===== src/rtl/regfree_pkg.sv =====
package regfree_pkg;
  typedef enum logic [1:0] {
    RT_NONE = 2'd0,
    RT_INT  = 2'd1,
    RT_FP   = 2'd2
  } rel_route_e;
endpackage


===== src/rtl/regfree_router.sv =====
module regfree_router
  import regfree_pkg::*;
#(
  parameter int NUM_PHYS_INT = 16,
  parameter int NUM_PHYS_FP  = 16,
  parameter int ZERO_IDX     = 0,
  parameter bit FP_ZERO_EN   = 1'b1,
  parameter int IDX_W        = 6
) (
  input  logic             clk,
  input  logic             rst_n,
  input  logic             rel_vld,
  input  logic [IDX_W-1:0] rel_idx,
  output logic             to_int,
  output logic             to_fp
);
  localparam int TOTAL   = NUM_PHYS_INT + NUM_PHYS_FP;
  localparam int FP_ZERO = ZERO_IDX + NUM_PHYS_INT;

  rel_route_e route;

  always_comb begin
    route = RT_NONE;
    if (rel_vld) begin
      if (int'(rel_idx) < NUM_PHYS_INT) begin
        if (int'(rel_idx) != ZERO_IDX) route = RT_INT;
      end else if (int'(rel_idx) < TOTAL) begin
        if (!(FP_ZERO_EN && int'(rel_idx) == FP_ZERO)) route = RT_FP;
      end
    end
  end

  assign to_int = (route == RT_INT);
  assign to_fp  = (route == RT_FP);

  AST_DROP_OOR: assert property (@(posedge clk) disable iff (!rst_n)
    (rel_vld && int'(rel_idx) >= TOTAL) |-> (!to_int && !to_fp));
  AST_INT_ZERO: assert property (@(posedge clk) disable iff (!rst_n)
    (rel_vld && int'(rel_idx) == ZERO_IDX) |-> !to_int);
  AST_ONE_ROUTE: assert property (@(posedge clk) disable iff (!rst_n)
    !(to_int && to_fp));
endmodule


===== src/rtl/regfree_pool.sv =====
module regfree_pool #(
  parameter int DEPTH = 16,
  parameter int NLOG  = 8,
  parameter int BASE  = 0,
  parameter int IDX_W = 6
) (
  input  logic                       clk,
  input  logic                       rst_n,
  input  logic                       alloc_req,
  output logic                       alloc_vld,
  output logic [IDX_W-1:0]           alloc_idx,
  input  logic                       push0_vld,
  input  logic [IDX_W-1:0]           push0_idx,
  input  logic                       push1_vld,
  input  logic [IDX_W-1:0]           push1_idx,
  output logic                       empty,
  output logic [$clog2(DEPTH+1)-1:0] count,
  output logic                       alloc_err,
  output logic                       ovf_err
);
  localparam int CNT_W = $clog2(DEPTH + 1);
  localparam int PTR_W = (DEPTH > 1) ? $clog2(DEPTH) : 1;
  localparam int INIT  = DEPTH - NLOG;

  logic [IDX_W-1:0] mem_q [DEPTH];
  logic [PTR_W-1:0] head_q, head_d, tail_q, tail_d, wr1_ptr;
  logic [CNT_W-1:0] cnt_q, cnt_d, avail;
  logic             aerr_q, aerr_d, oerr_q, oerr_d;
  logic             pop, acc0, acc1;

  function automatic logic [PTR_W-1:0] ptr_inc(input logic [PTR_W-1:0] p);
    return (p == PTR_W'(DEPTH - 1)) ? '0 : p + 1'b1;
  endfunction

  always_comb begin
    pop     = alloc_req && (cnt_q != '0);
    avail   = cnt_q - CNT_W'(pop);
    acc0    = push0_vld && (avail < CNT_W'(DEPTH));
    acc1    = push1_vld && ((avail + CNT_W'(acc0)) < CNT_W'(DEPTH));
    wr1_ptr = acc0 ? ptr_inc(tail_q) : tail_q;
    tail_d  = acc1 ? ptr_inc(wr1_ptr) : wr1_ptr;
    head_d  = pop ? ptr_inc(head_q) : head_q;
    cnt_d   = avail + CNT_W'(acc0) + CNT_W'(acc1);
    aerr_d  = aerr_q || (alloc_req && cnt_q == '0);
    oerr_d  = oerr_q || (push0_vld && !acc0) || (push1_vld && !acc1);
  end

  always_ff @(posedge clk or negedge rst_n) begin
    if (!rst_n) begin
      head_q <= '0;
      tail_q <= PTR_W'(INIT % DEPTH);
      cnt_q  <= CNT_W'(INIT);
      aerr_q <= 1'b0;
      oerr_q <= 1'b0;
    end else begin
      head_q <= head_d;
      tail_q <= tail_d;
      cnt_q  <= cnt_d;
      aerr_q <= aerr_d;
      oerr_q <= oerr_d;
    end
  end

  always_ff @(posedge clk or negedge rst_n) begin
    if (!rst_n) begin
      for (int i = 0; i < DEPTH; i++)
        mem_q[i] <= (i < INIT) ? IDX_W'(BASE + NLOG + i) : '0;
    end else begin
      if (acc0) mem_q[tail_q]  <= push0_idx;
      if (acc1) mem_q[wr1_ptr] <= push1_idx;
    end
  end

  assign alloc_vld = pop;
  assign alloc_idx = mem_q[head_q];
  assign empty     = (cnt_q == '0);
  assign count     = cnt_q;
  assign alloc_err = aerr_q;
  assign ovf_err   = oerr_q;

  AST_POP_DEC: assert property (@(posedge clk) disable iff (!rst_n)
    (alloc_req && cnt_q != '0 && !push0_vld && !push1_vld)
      |=> (cnt_q == $past(cnt_q) - 1'b1));
  AST_EMPTY_HOLD: assert property (@(posedge clk) disable iff (!rst_n)
    (alloc_req && cnt_q == '0 && !push0_vld && !push1_vld) |=> (cnt_q == '0));
  AST_ERR_STICKY: assert property (@(posedge clk) disable iff (!rst_n)
    alloc_err |=> alloc_err);
  AST_NO_OVERFLOW: assert property (@(posedge clk) disable iff (!rst_n)
    cnt_q <= CNT_W'(DEPTH));
  AST_OVF_STICKY: assert property (@(posedge clk) disable iff (!rst_n)
    ovf_err |=> ovf_err);
  AST_SWAP_STABLE: assert property (@(posedge clk) disable iff (!rst_n)
    (alloc_req && cnt_q != '0 && push0_vld && !push1_vld) |=> $stable(cnt_q));
endmodule


===== src/rtl/regfree_dual.sv =====
module regfree_dual #(
  parameter int NUM_LOG_INT  = 8,
  parameter int NUM_PHYS_INT = 16,
  parameter int NUM_LOG_FP   = 8,
  parameter int NUM_PHYS_FP  = 16,
  parameter int ZERO_IDX     = 0,
  parameter bit FP_ZERO_EN   = 1'b1,
  localparam int IDX_W = $clog2(NUM_PHYS_INT + NUM_PHYS_FP + 1)
) (
  input  logic                              clk,
  input  logic                              rst_n,
  input  logic                              int_alloc_req,
  output logic                              int_alloc_vld,
  output logic [IDX_W-1:0]                  int_alloc_idx,
  output logic                              int_empty,
  output logic [$clog2(NUM_PHYS_INT+1)-1:0] int_count,
  input  logic                              fp_alloc_req,
  output logic                              fp_alloc_vld,
  output logic [IDX_W-1:0]                  fp_alloc_idx,
  output logic                              fp_empty,
  output logic [$clog2(NUM_PHYS_FP+1)-1:0]  fp_count,
  input  logic                              rel_vld,
  input  logic [IDX_W-1:0]                  rel_idx,
  input  logic                              int_rel_vld,
  input  logic [IDX_W-1:0]                  int_rel_idx,
  input  logic                              fp_rel_vld,
  input  logic [IDX_W-1:0]                  fp_rel_idx,
  output logic                              alloc_err,
  output logic                              overflow_err
);
  logic to_int, to_fp;
  logic int_aerr, fp_aerr, int_oerr, fp_oerr;

  regfree_router #(
    .NUM_PHYS_INT(NUM_PHYS_INT), .NUM_PHYS_FP(NUM_PHYS_FP),
    .ZERO_IDX(ZERO_IDX), .FP_ZERO_EN(FP_ZERO_EN), .IDX_W(IDX_W)
  ) u_router (
    .clk(clk), .rst_n(rst_n), .rel_vld(rel_vld), .rel_idx(rel_idx),
    .to_int(to_int), .to_fp(to_fp)
  );

  regfree_pool #(
    .DEPTH(NUM_PHYS_INT), .NLOG(NUM_LOG_INT), .BASE(0), .IDX_W(IDX_W)
  ) u_int_pool (
    .clk(clk), .rst_n(rst_n),
    .alloc_req(int_alloc_req), .alloc_vld(int_alloc_vld), .alloc_idx(int_alloc_idx),
    .push0_vld(to_int), .push0_idx(rel_idx),
    .push1_vld(int_rel_vld), .push1_idx(int_rel_idx),
    .empty(int_empty), .count(int_count),
    .alloc_err(int_aerr), .ovf_err(int_oerr)
  );

  regfree_pool #(
    .DEPTH(NUM_PHYS_FP), .NLOG(NUM_LOG_FP), .BASE(NUM_PHYS_INT), .IDX_W(IDX_W)
  ) u_fp_pool (
    .clk(clk), .rst_n(rst_n),
    .alloc_req(fp_alloc_req), .alloc_vld(fp_alloc_vld), .alloc_idx(fp_alloc_idx),
    .push0_vld(to_fp), .push0_idx(rel_idx),
    .push1_vld(fp_rel_vld), .push1_idx(fp_rel_idx),
    .empty(fp_empty), .count(fp_count),
    .alloc_err(fp_aerr), .ovf_err(fp_oerr)
  );

  assign alloc_err    = int_aerr | fp_aerr;
  assign overflow_err = int_oerr | fp_oerr;

  AST_EMPTY_MATCH: assert property (@(posedge clk) disable iff (!rst_n)
    (int_empty == (int_count == '0)) && (fp_empty == (fp_count == '0)));
  AST_EMPTY_NOGRANT: assert property (@(posedge clk) disable iff (!rst_n)
    (int_empty |-> !int_alloc_vld));
endmodule


===== config.mk =====
export PLATFORM = sky130hd
export DESIGN_NAME = regfree_dual
export DESIGN_NICKNAME = d
export VERILOG_FILES = /design/src/rtl/regfree_pkg.sv /design/src/rtl/regfree_router.sv /design/src/rtl/regfree_pool.sv /design/src/rtl/regfree_dual.sv
export SDC_FILE = /design/constraint.sdc
export NUM_CORES = 1
export LEC_CHECK = 0
export ABC_AREA = 0
export BUFFER_PORTS_ARGS = -buffer_cell sky130_fd_sc_hd__buf_2
export CAP_MARGIN = 20
export CORE_ASPECT_RATIO = 0.8
export CORE_MARGIN = 4
export CORE_UTILIZATION = 40
export DETAILED_ROUTE_END_ITERATION = 12
export SLEW_MARGIN = 20
export SYNTH_ARGS = -nofsm -noshare
export SYNTH_HDL_FRONTEND = slang
export SYNTH_SLANG_ARGS = --single-unit

===== constraint.sdc =====
create_clock -name clk -period 7.9 [get_ports clk]
set_clock_uncertainty 0.05 [all_clocks]
set_input_delay 0.395 -clock clk [delete_from_list [all_inputs] [get_ports clk]]
set_output_delay 0.395 -clock clk [all_outputs]
set_load 0.05 [all_outputs]

---- Word level (Yosys, flattened, before mapping) ----
Cells that the tools add are included.
storage, ports and cells
  logic and storage cells ................. 155
  output and inout bits ................... 28
  input port bits ......................... 25
  flip-flop bits (word level) ............. 222
cells by class
  equal/unequal tests ..................... 9
  bitwise operators ....................... 8
  muxes and demuxes ....................... 37
  reduce and logical (&&, ||, !) cells .... 31
  add/sub/neg operators ................... 12
  order comparisons ....................... 16
operators by type and width
  kind                 number
  $bwmux 96            4
  $mux 96              4
  $demux 6 s4          4
  $bmux 6 s4           2
  $mux 6               8
  $mux 4               10
  $ge 5x5->1 const B   6
  $not 4->5            6
  $add 4x1->4 const B  6
  $eq 4x4->1 const B   6
  $add 5x1->5          4
  $lt 5x1->1 const B   4
  $lt 5x5->1 const B   4
  $logic_and 1x1->1    16
  $logic_not 5->1      2
  $reduce_bool 5->1    2
  $sub 5x1->5          2
  $mux 2               4
  $eq 6x6->1 const B   1
  $logic_or 1x1->1     6
  $lt 6x5->1 const B   1
  $lt 6x6->1 const B   1
  $reduce_bool 6->1    1
  $logic_not 1->1      4
  other kinds (4)      5

---- Longest topological paths before layout ----
Gate-level depths: netlist of run 1.
  depth in word-level cells ............... 15
  gate-level depth with buffers ........... 22
  depth with buffers taken out ............ 19

---- Modules after synthesis ----
Synthesis of run 1 repeated with hierarchy kept, for this count alone.
second synthesis, totals
  cells, all modules ...................... 1076
  area total of the unflattened synthesis .. 14076.0 µm²
modules (own cells, without submodules)
  module                      instances  area each (µm²)  sequential area each (µm²)  cells each
  regfree_pool at u_int_pool  1          7086.8           2805.2                      554
  regfree_pool at u_fp_pool   1          6946.7           2815.2                      516
  regfree_router              1          30.0             0.0                         4
  regfree_dual                1          12.5             0.0                         2

---- Worst setup path after synthesis of run 1 ----
Ideal clock, no wire load.
  path kind ............................... register to register
  from .................................... register u_fp_pool.cnt_q[4] (netlist: u_fp_pool.count[4])
  to ...................................... register u_fp_pool.mem_q[0] (netlist bit)
  slack ................................... 1.113 ns
  path buffers ............................ 6
  data required time ...................... 7.725 ns
  library setup time ...................... 0.125 ns
  cell stages (with the launch flop) ...... 23
  clock period less this slack ............ 6.787 ns
  data arrival time ....................... 6.612 ns
  cell sequence ........................... dfrtp_1 > clkbuf_1 > or4_1 > nor2_1 > nor2b_1 > clkbuf_1 > ha_1 > ha_1 > nor3b_1 > xnor2_1 > and2_1 > buf_2 > buf_1 > buf_1 > ha_1 > ha_1 > nand3b_1 > a31oi_1 > xnor2_1 > o21bai_1 > buf_2 > nor3_2 > mux2_2
between the ends
  cells in the longest elaborated chain, start to end .. 13
  elaborated cells on any way between the ends .. 18
  those cells by class .................... add/sub: 2; order compare: 4; mux: 6; bitwise: 1; reduce/logical: 5
RTL lines
  what                                                                   RTL line            text
  from (decl)                                                            regfree_pool.sv:27  logic [CNT_W-1:0] cnt_q, cnt_d, avail;
  from (signal assigned)                                                 regfree_pool.sv:52  cnt_q <= CNT_W'(INIT);
  from (signal assigned)                                                 regfree_pool.sv:58  cnt_q <= cnt_d;
  $reduce_bool 5->1 (*)                                                  regfree_pool.sv:36  pop = alloc_req && (cnt_q != '0);
  $logic_and 1x1->1 (*)                                                  regfree_pool.sv:36
  named net fp_alloc_vld                                                 regfree_dual.sv:18  output logic fp_alloc_vld,
  $sub 5x1->5 (*)                                                        regfree_pool.sv:37  avail = cnt_q - CNT_W'(pop);
  $lt 5x5->1                                                             regfree_pool.sv:38  acc0 = push0_vld && (avail < CNT_W'(DEPTH));
  $logic_and 1x1->1                                                      regfree_pool.sv:38
  $mux 4                                                                 regfree_pool.sv:40  wr1_ptr = acc0 ? ptr_inc(tail_q) : tail_q;
  $not 4->5 (not written as such)                                        regfree_pool.sv:70  if (acc1) mem_q[wr1_ptr] <= push1_idx;
  $ge 5x5->1 (not written as such) / $lt 5x1->1 (equally long branches)  regfree_pool.sv:70
  $logic_and 1x1->1 (not written as such)                                regfree_pool.sv:70
  $mux 6 (not written as such)                                           regfree_pool.sv:70
  $demux 6 s4                                                            regfree_pool.sv:70
  $bwmux 96                                                              regfree_pool.sv:70
  $mux 96 (*)                                                            regfree_pool.sv:70
  to (signal, indexed assignment)                                        regfree_pool.sv:67  mem_q[i] <= (i < INIT) ? IDX_W'(BASE + NLOG + i) : '0;
  to (signal, indexed assignment)                                        regfree_pool.sv:69  if (acc0) mem_q[tail_q] <= push0_idx;
  to (signal, indexed assignment)                                        regfree_pool.sv:70
  to (decl)                                                              regfree_pool.sv:25  logic [IDX_W-1:0] mem_q [DEPTH];
Mark *: on every way through the listed nets, which the timed path passes. The rest lies on a longest branch.
A chain may end at the register's enable or synchronous reset.

---- Worst setup path after layout of run 1 ----
  from .................................... register u_int_pool.cnt_q[2] (netlist: u_int_pool.count[2])
  to ...................................... register u_int_pool.mem_q[0] (netlist bit)
between the ends
  cells in the longest elaborated chain, start to end .. 13
  elaborated cells on any way between the ends .. 18
  those cells by class .................... add/sub: 2; order compare: 4; mux: 6; bitwise: 1; reduce/logical: 5
RTL lines
  what                                                                   RTL line
  from (decl)                                                            regfree_pool.sv:27
  from (signal assigned)                                                 regfree_pool.sv:52
  from (signal assigned)                                                 regfree_pool.sv:58
  $reduce_bool 5->1                                                      regfree_pool.sv:36
  $logic_and 1x1->1                                                      regfree_pool.sv:36
  $sub 5x1->5 (*)                                                        regfree_pool.sv:37
  $lt 5x5->1                                                             regfree_pool.sv:38
  $logic_and 1x1->1                                                      regfree_pool.sv:38
  $mux 4                                                                 regfree_pool.sv:40
  $not 4->5 (not written as such)                                        regfree_pool.sv:70
  $ge 5x5->1 (not written as such) / $lt 5x1->1 (equally long branches)  regfree_pool.sv:70
  $logic_and 1x1->1 (not written as such)                                regfree_pool.sv:70
  $mux 6 (not written as such)                                           regfree_pool.sv:70
  $demux 6 s4                                                            regfree_pool.sv:70
  $bwmux 96                                                              regfree_pool.sv:70
  $mux 96 (*)                                                            regfree_pool.sv:70
  to (signal, indexed assignment)                                        regfree_pool.sv:67
  to (signal, indexed assignment)                                        regfree_pool.sv:69
  to (signal, indexed assignment)                                        regfree_pool.sv:70
  to (decl)                                                              regfree_pool.sv:25
Mark *: on every way between the ends. The rest lies on a longest branch, timed or not.

==> results of run 1 <==
layout make-up:
class | instances | area share
Antenna cell | 1 | 0.0001685
Clock buffer | 44 | 0.05385
Clock inverter | 6 | 0.006067
Inverter | 31 | 0.007837
Multi-Input combinational cell | 735 | 0.4914
Sequential cell | 222 | 0.3786
Tap cell | 427 | 0.03598
Timing Repair Buffer | 67 | 0.02612
final timing paths:
path	cells after the start	slack [ns]	to
max	17	1.51	u_int_pool.mem_q[0]
min	2	0.02	u_fp_pool.alloc_err
max reg2reg	17	1.51	u_int_pool.mem_q[0]
min reg2reg	1	0.40	u_fp_pool.alloc_err
max in group asynchronous	3	5.86	u_fp_pool.mem_q[39]
min in group asynchronous	2	0.42	u_fp_pool.mem_q[95]
stage by stage:
stage / instance area, sq um / setup WS, ns / hold WS (ns) / util
CTS: 14850 / 1.595 / 0.002227 / 0.4550
global placement: 13940 / 1.837 / 0.3919 / 0.4271
global route: 14850 / 1.152 / 0.02485 / 0.4550
finish: 14850 / 1.511 / 0.02113 / 0.4551
detailed placement: 13940 / 1.617 / 0.3952 / 0.4271
floorplan: 13270 / 1.113 / 0.04941 / -
registers in the layout, indices dropped and copies added (netlist names):
name                  count
u_int_pool.head_q         4
u_fp_pool.head_q          4
u_fp_pool.ovf_err         1
u_int_pool.ovf_err        1
u_int_pool.tail_q         4
u_fp_pool.alloc_err       1
u_int_pool.count          5
u_fp_pool.count           5
u_fp_pool.mem_q          96
u_fp_pool.tail_q          4
u_int_pool.mem_q         96
u_int_pool.alloc_err      1
timing repair:
| item | in CTS | in global routing |
|---|---|---|
| gates resized for setup | 0 | 0 |
| endpoints found under the hold margin | 69 | 0 |
| hold buffers | 2 | 0 |
| buffers inserted | 0 | 0 |
logic make-up (layout without fill, tap and decap cells):
kind of cell,Yosys count,after routing,share of synthesized area
mux,393,393,0.3584
flops,222,222,0.4234
simple gates,209,209,0.1040
buf+inv,97,148,0.02847
compound gates,72,72,0.03648
xor+xnor,31,31,0.02102
fa+ha+maj,30,30,0.02828
other cells,0,1,0
layout by cell type, fill, tap and decap left out, drive strengths merged, types with 3 or more instances in the layout:
| cell type | instances |
|---|---|
| mux2 | 238 |
| dfrtp | 170 |
| mux2i | 113 |
| nand2 | 70 |
| buf | 65 |
| dfstp | 52 |
| clkbuf | 44 |
| mux4 | 42 |
| inv | 32 |
| ha | 30 |
| nand3 | 25 |
| xnor2 | 21 |
| o21ai | 20 |
| nor2 | 19 |
| nor4 | 16 |
| nand2b | 14 |
| nand4 | 14 |
| a31oi | 12 |
| a21oi | 10 |
| a22oi | 10 |
| xor2 | 10 |
| nor3 | 10 |
| and2 | 8 |
| nor2b | 7 |
| a221oi | 7 |
| nor3b | 7 |
| and3 | 4 |
| or4 | 4 |
| a21o | 3 |
| clkinv | 3 |
metal layers:
layer,share of wire,vias to the layer above,GRT usage
met5,0,-,0
met4,0.013,0,0.03331
met3,0.062,40,0.03116
met2,0.42,249,0.2818
met1,0.50,4392,0.3007
li1,-,3949,-
power by group through the flow:
stage | registers, uW | logic, uW | clock network [uW]
floorplan | 2070 | 2380 | 0
finish | 2170 | 3030 | 1250
global route | 2240 | 3260 | 1330
CTS | 2160 | 3050 | 1280
global placement | 2160 | 2990 | 0
detailed placement | 2180 | 3030 | 0
==> metrics.md, run 1 <==
| Metric | Value |
|---|---|
| Status | `finished clean` |
| P&R area growth vs syn | `11.86%` |
| Vias | `8,630` |
| Finished Layout Cells | `1,533` |
| Initial antenna violation count | `0` |
| Max Root-Sink Buffers | `3` |
| Sequential power share | `0.337` |
| Final setup fails | `0` |
| Setup_tns | `0 ns` |
| Post-Syn Area | `0.01327 sq mm` |
| RSZ-0062 raised after global routing | `false` |
| Initial core utilization | `0.4068` |
| TritonCTS clock tree | `built` |
| Synth area leaders | `dfrtp_1, mux2_2, dfstp_2` |
| Peak supply drop | `0.2455 mV` |
| Reg2reg start | `u_int_pool.count[2]` |
| Vias/cell | `5.629` |
| Async set or reset register ratio after synthesis | `1.000` |
| Net Sw Power | `2589 uW` |
| Top cell type's share of synthesized area | `0.3205` |
| Sequential share of the synthesized area | `0.4234` |
| Die Y | `170.9 um` |
| CP Class | `flop to flop` |
| Clock root buffer | `clkbuf_16` |
| Most frequent cell after synthesis | `mux2_2` |
| Register bit total from synthesis | `222` |
| Post-Route WL | `35.02 mm` |
| Crit-path max cell delay | `0.81 ns` |
| Total power draw | `6457 uW` |
| Worst path arrival time | `6.78 ns` |
| CP Buf/Inv Count | `3` |
| Clock transition at path regs | `0.06 ns` |
| Multi-input combinational cell area | `0.007296 sq mm` |
| Num CTS Buffers | `27` |
| Core area | `0.03263 sq mm` |
| Gate count of the mapped netlist | `1,054` |
| Overflow after GRT | `0` |
| CP required | `8.29 ns` |
| CP Cell Sequence | `or4_1, o21ai_0, inv_1, ha_1, ha_1, nor3b_2, xor2_1, nand2b_1, inv_1, ha_1, ha_1, and3_1, a31o_2, mux2i_4, buf_4, nor4_2, mux2_2` |
| Post-route ant nets | `0` |
| Die area | `0.03618 sq mm` |
| Synth unique cells | `59` |
| Power Internal | `3869 uW` |
| Sequential standard cell area | `0.005622 sq mm` |
| I/O pin count | `53` |
| Placed cell count | `1,480` |
| Crit start category | `flop` |
| Final Max Slew Viols | `0` |
| Synth Net Count | `1,109` |
| Post-Syn Area per Cell | `12.59 sq um` |
| Worst-margin pin slew | `0.9908 ns` |
| Max_cap viols | `0` |
| DIE WIDTH | `211.7 um` |
| DR pass1 iterations | `5` |
| Clock sink count | `222` |
| FILL cells | `2,951` |
| DRC Markers | `0` |
| EDFF count, synth | `0` |
| Fmax | `0.1565 GHz` |
| Largest net degree at the start of global routing | `91` |
| Cell Rows | `59` |
| Min-delay worst type | `primary input to flop` |
| Slew HR | `0.3394` |
| Comb pwr share | `0.469` |
| Final period util | `0.8087` |
| Ys flop type | `dfrtp_1` |
| Pwr/cell area | `434.9 mW/mm^2` |
| Synth warn | `0` |
| Drt initial violations | `667` |
| Worst Path Max Fanout | `23` |
| Largest delay share family, worst path | `simple AND/OR/NAND/NOR gates` |
| Drt wl/cell | `22.84 um` |
| Most used cell, CP | `ha_1` |
| PortBufs | `52` |
| Latest clock arrival within the worst-skew pair | `0.55 ns` |
| Layout cells sized above 1 | `0.4344` |
| Slowest stage cell, crit path | `nor4_2` |
| Crit path from | `u_int_pool.count[2]` |
| HPWL after detailed placement | `23.30 mm` |
| Yosys top cell by area | `dfrtp_1` |
| Hold Startpoint | `fp_alloc_req` |
| Routability cong. | `0.8140` |
| Switching Share | `0.4009` |
| H-tree depth | `1` |
| Tmin final | `6.389 ns` |
| Worst setup EP type | `flop` |
| LEAKAGE | `0.006300 uW` |
| First-pass GRT wire length | `54.21 mm` |
| Final Hold Fails | `0` |
| Nets@finish | `1,139` |
| Vias in the first global route | `8,822` |
| Clk pwr share | `0.194` |
| Total GRT Usage | `0.1914` |
| Synth top cells by count | `mux2_2, dfrtp_1, mux2i_1, nand2_1, dfstp_2` |
(Power assumes the default switching activity.)
==> inputs of run 2 (changes only) <==
--- a/config.mk
+++ b/config.mk
@@ -5,7 +5,7 @@
 export SDC_FILE = /design/constraint.sdc
 export NUM_CORES = 1
 export LEC_CHECK = 0
-export ABC_AREA = 0
+export ABC_AREA = 1
 export BUFFER_PORTS_ARGS = -buffer_cell sky130_fd_sc_hd__buf_2
 export CAP_MARGIN = 20
 export CORE_ASPECT_RATIO = 0.8
==> constraint.sdc (replaced) <==
create_clock -name clk -period 6.5 [get_ports clk]
set_clock_uncertainty 0.05 [all_clocks]
set_input_delay 0.325 -clock clk [delete_from_list [all_inputs] [get_ports clk]]
set_output_delay 0.325 -clock clk [all_outputs]
set_load 0.05 [all_outputs]
==> metrics.md, run 2 <==
| Metric | Value |
|---|---|
| Setup_tns | `0 ns` |
| Clock sink count | `222` |
| Synth top cells by count | `nand2_1, o21ai_0, dfrtp_1, inv_1, nand3_1` |
| Cell Area, Placed | `0.01392 sq mm` |
| Post-CTS Resized | `0` |
| Net Sw Power | `3733 uW` |
| Fmax | `0.2334 GHz` |
| Initial core utilization | `0.4099` |
| LEAKAGE | `0.007188 uW` |
| Post-route cell area | `0.01480 sq mm` |
| Vias/cell | `5.425` |
| Final Hold Fails | `0` |
| Util after Layout | `0.4505` |
| Vias in the first global route | `11,590` |
| Register bit total from synthesis | `222` |
| TritonCTS clock tree | `built` |
| Power Internal | `4072 uW` |
| Total GRT Usage | `0.2380` |
| CP required | `6.85 ns` |
| Switching Share | `0.4783` |
| Initial antenna violation count | `2` |
| Die area | `0.03668 sq mm` |
| Core area | `0.03285 sq mm` |
| Drt wl/cell | `18.80 um` |
| Post-Syn Area per Cell | `7.216 sq um` |
| R2R Setup Slk | `2.21 ns` |
| DIE WIDTH | `213.1 um` |
| ANT cells | `0` |
| Status | `finished clean` |
| Setup WS pre-CTS | `2.256 ns` |
| Final period util | `0.6592` |
| Largest net degree at the start of global routing | `130` |
| RSZ-0062 raised after global routing | `false` |
| Pwr/cell area | `527.3 mW/mm^2` |
| Final setup fails | `0` |
| Async set or reset register ratio after synthesis | `1.000` |
| Commonest cells after routing, fill and taps aside | `nand2_1, o21ai_0, dfrtp_1` |
| Clk pwr share | `0.186` |
| Layout cells sized above 1 | `0.1164` |
| Worst path arrival time | `4.64 ns` |
| Gate count of the mapped netlist | `1,866` |
| Min setup slack post-route | `2.215 ns` |
| Top cell type's share of synthesized area | `0.3160` |
| Sequential power share | `0.322` |
| Hold EP | `u_int_pool.mem_q[48]` |
| Most frequent cell after synthesis | `nand2_1` |
| Post CTS Setup Buffer Count | `0` |
| Num CTS Buffers | `27` |
| EDFF count, synth | `0` |
| Tmin final | `4.285 ns` |
| Drt initial violations | `1,269` |
| Overflow after GRT | `0` |
| Die Y | `172.1 um` |
| Worst R2R End | `u_fp_pool.mem_q[90]` |
| CP Class | `flop to flop` |
| Yosys top cell by area | `dfrtp_1` |
| First-pass GRT wire length | `68.32 mm` |
| Nets@finish | `1,933` |
| P&R area growth vs syn | `9.924%` |
| Routability cong. | `0.8971` |
| Worst-margin pin slew | `0.9201 ns` |
| Latest clock arrival within the worst-skew pair | `0.54 ns` |
| Ys flop type | `dfrtp_1` |
| I/O pin count | `53` |
| Sequential standard cell area | `0.005622 sq mm` |
| Peak supply drop | `0.3424 mV` |
| Top flop regs | `u_fp_pool.mem_q x96, u_int_pool.mem_q x96` |
| Hold slack | `0.05442 ns` |
| Post-Syn Area | `0.01346 sq mm` |
| Multi-input combinational cell area | `0.006794 sq mm` |
| Max Root-Sink Buffers | `3` |
| Comb pwr share | `0.493` |
| Max_cap viols | `0` |
| Reg2reg start | `u_fp_pool.count[3]` |
| Synth area leaders | `dfrtp_1, nand2_1, dfstp_2` |
| Worst Path Max Fanout | `24` |
| Synth unique cells | `40` |
| Cell Rows | `59` |
| Sequential share of the synthesized area | `0.4174` |
| Clock transition at path regs | `0.06 ns` |
| Crit start category | `flop` |
| Post-route ant nets | `0` |
| Synth Net Count | `1,921` |
| DR pass1 iterations | `5` |
| H-tree depth | `1` |
| PortBufs | `52` |
| Commonest non-fill, non-tap cell in the layout | `nand2_1` |
| Slew HR | `0.3866` |
| HPWL after detailed placement | `29.04 mm` |
| Hold Startpoint | `int_rel_idx[0]` |
| Vias | `12,620` |
| DRC Markers | `0` |
| Final Max Slew Viols | `0` |
| Post-Route WL | `43.73 mm` |
| FILL cells | `3,331` |
| Min-delay worst type | `primary input to flop` |
| Min-Delay Path Depth | `3` |
| Synth warn | `0` |
| Worst reg2reg path depth | `21` |
| Clock root buffer | `clkbuf_16` |
| Worst setup EP type | `flop` |
==> run 2: worst max-delay path, stage by stage, from the launching register on <==
cell	delay (ns)
dfstp_2	0.57
nor2_2	0.06
nand4_1	0.08
nand2_1	0.07
inv_2	0.13
ha_1	0.21
ha_1	0.23
nand2_1	0.08
nand2_1	0.07
nand2_2	0.14
nor2_4	0.48
ha_1	0.26
ha_1	0.14
inv_1	0.05
nor2_2	0.17
nand2_1	0.10
nand2_1	0.11
nand3_4	0.17
nor2_4	0.40
nand2_1	0.36
nand2_1	0.14
o21ai_1	0.08
==> run 2: power groups by stage <==
stage	Clock [uW]	Combinational [uW]	Sequential (uW)
2_1_floorplan	0	2790	2450
3_3_place_gp	0	3740	2490
3_5_place_dp	0	3790	2500
4_1_cts	1480	3810	2490
5_1_grt	1540	4290	2570
6_report	1450	3840	2510
==> run 2: area by class of cell <==
| cell class | count | share of cell area |
|---|---|---|
| Sequential cell | 222 | 0.3798 |
| Clock inverter | 9 | 0.005241 |
| Inverter | 167 | 0.04235 |
| Tap cell | 427 | 0.03610 |
| Multi-Input combinational cell | 1396 | 0.4590 |
| Timing Repair Buffer | 64 | 0.02621 |
| Clock buffer | 41 | 0.05123 |
==> run 2: cell families (layout without fill, tap and decap cells) <==
kind of cell    count (synthesis)  after routing  synth area share
compound gates                441            441            0.1723
simple gates                  908            908            0.2934
fa+ha+maj                      30             30           0.02788
flops                         222            222            0.4174
xor+xnor                       17             17           0.01106
buf+inv                       248            281           0.07797
==> run 2: routing by layer <==
layer,part of all wire,vias to the layer above,GRT usage
met4,0.020,4,0.04787
met1,0.48,5890,0.3718
met5,0.00059,-,0
li1,-,6132,-
met3,0.099,66,0.05659
met2,0.40,526,0.3340
==> run 2: metrics by stage <==
stage                     cells  power [uW]
after CTS                  2325        7779
after global routing       2326        8407
after global placement     2272        6224
after floorplan            1866        5246
final                      2326        7804
after detailed placement   2272        6290
==> run 2: how the worst max path moves through the flow <==
stage	from	end	cells after the start
6_report	u_fp_pool.count[3]	u_fp_pool.mem_q[90]	21
2_1_floorplan	u_int_pool.count[3]	u_int_pool.count[4]	23
3_3_place_gp	u_fp_pool.count[3]	u_fp_pool.mem_q[95]	21
3_5_place_dp	u_fp_pool.count[3]	u_fp_pool.mem_q[90]	21
4_1_cts	u_fp_pool.count[3]	u_fp_pool.mem_q[90]	21
5_1_grt	u_fp_pool.count[3]	u_fp_pool.mem_q[90]	21
==> run 2: repair_timing <==
action / CTS / global route
hold endpoints to repair: 69 / 0
hold buffers: 3 / 0
endpoints found under the setup margin: 0 / 0
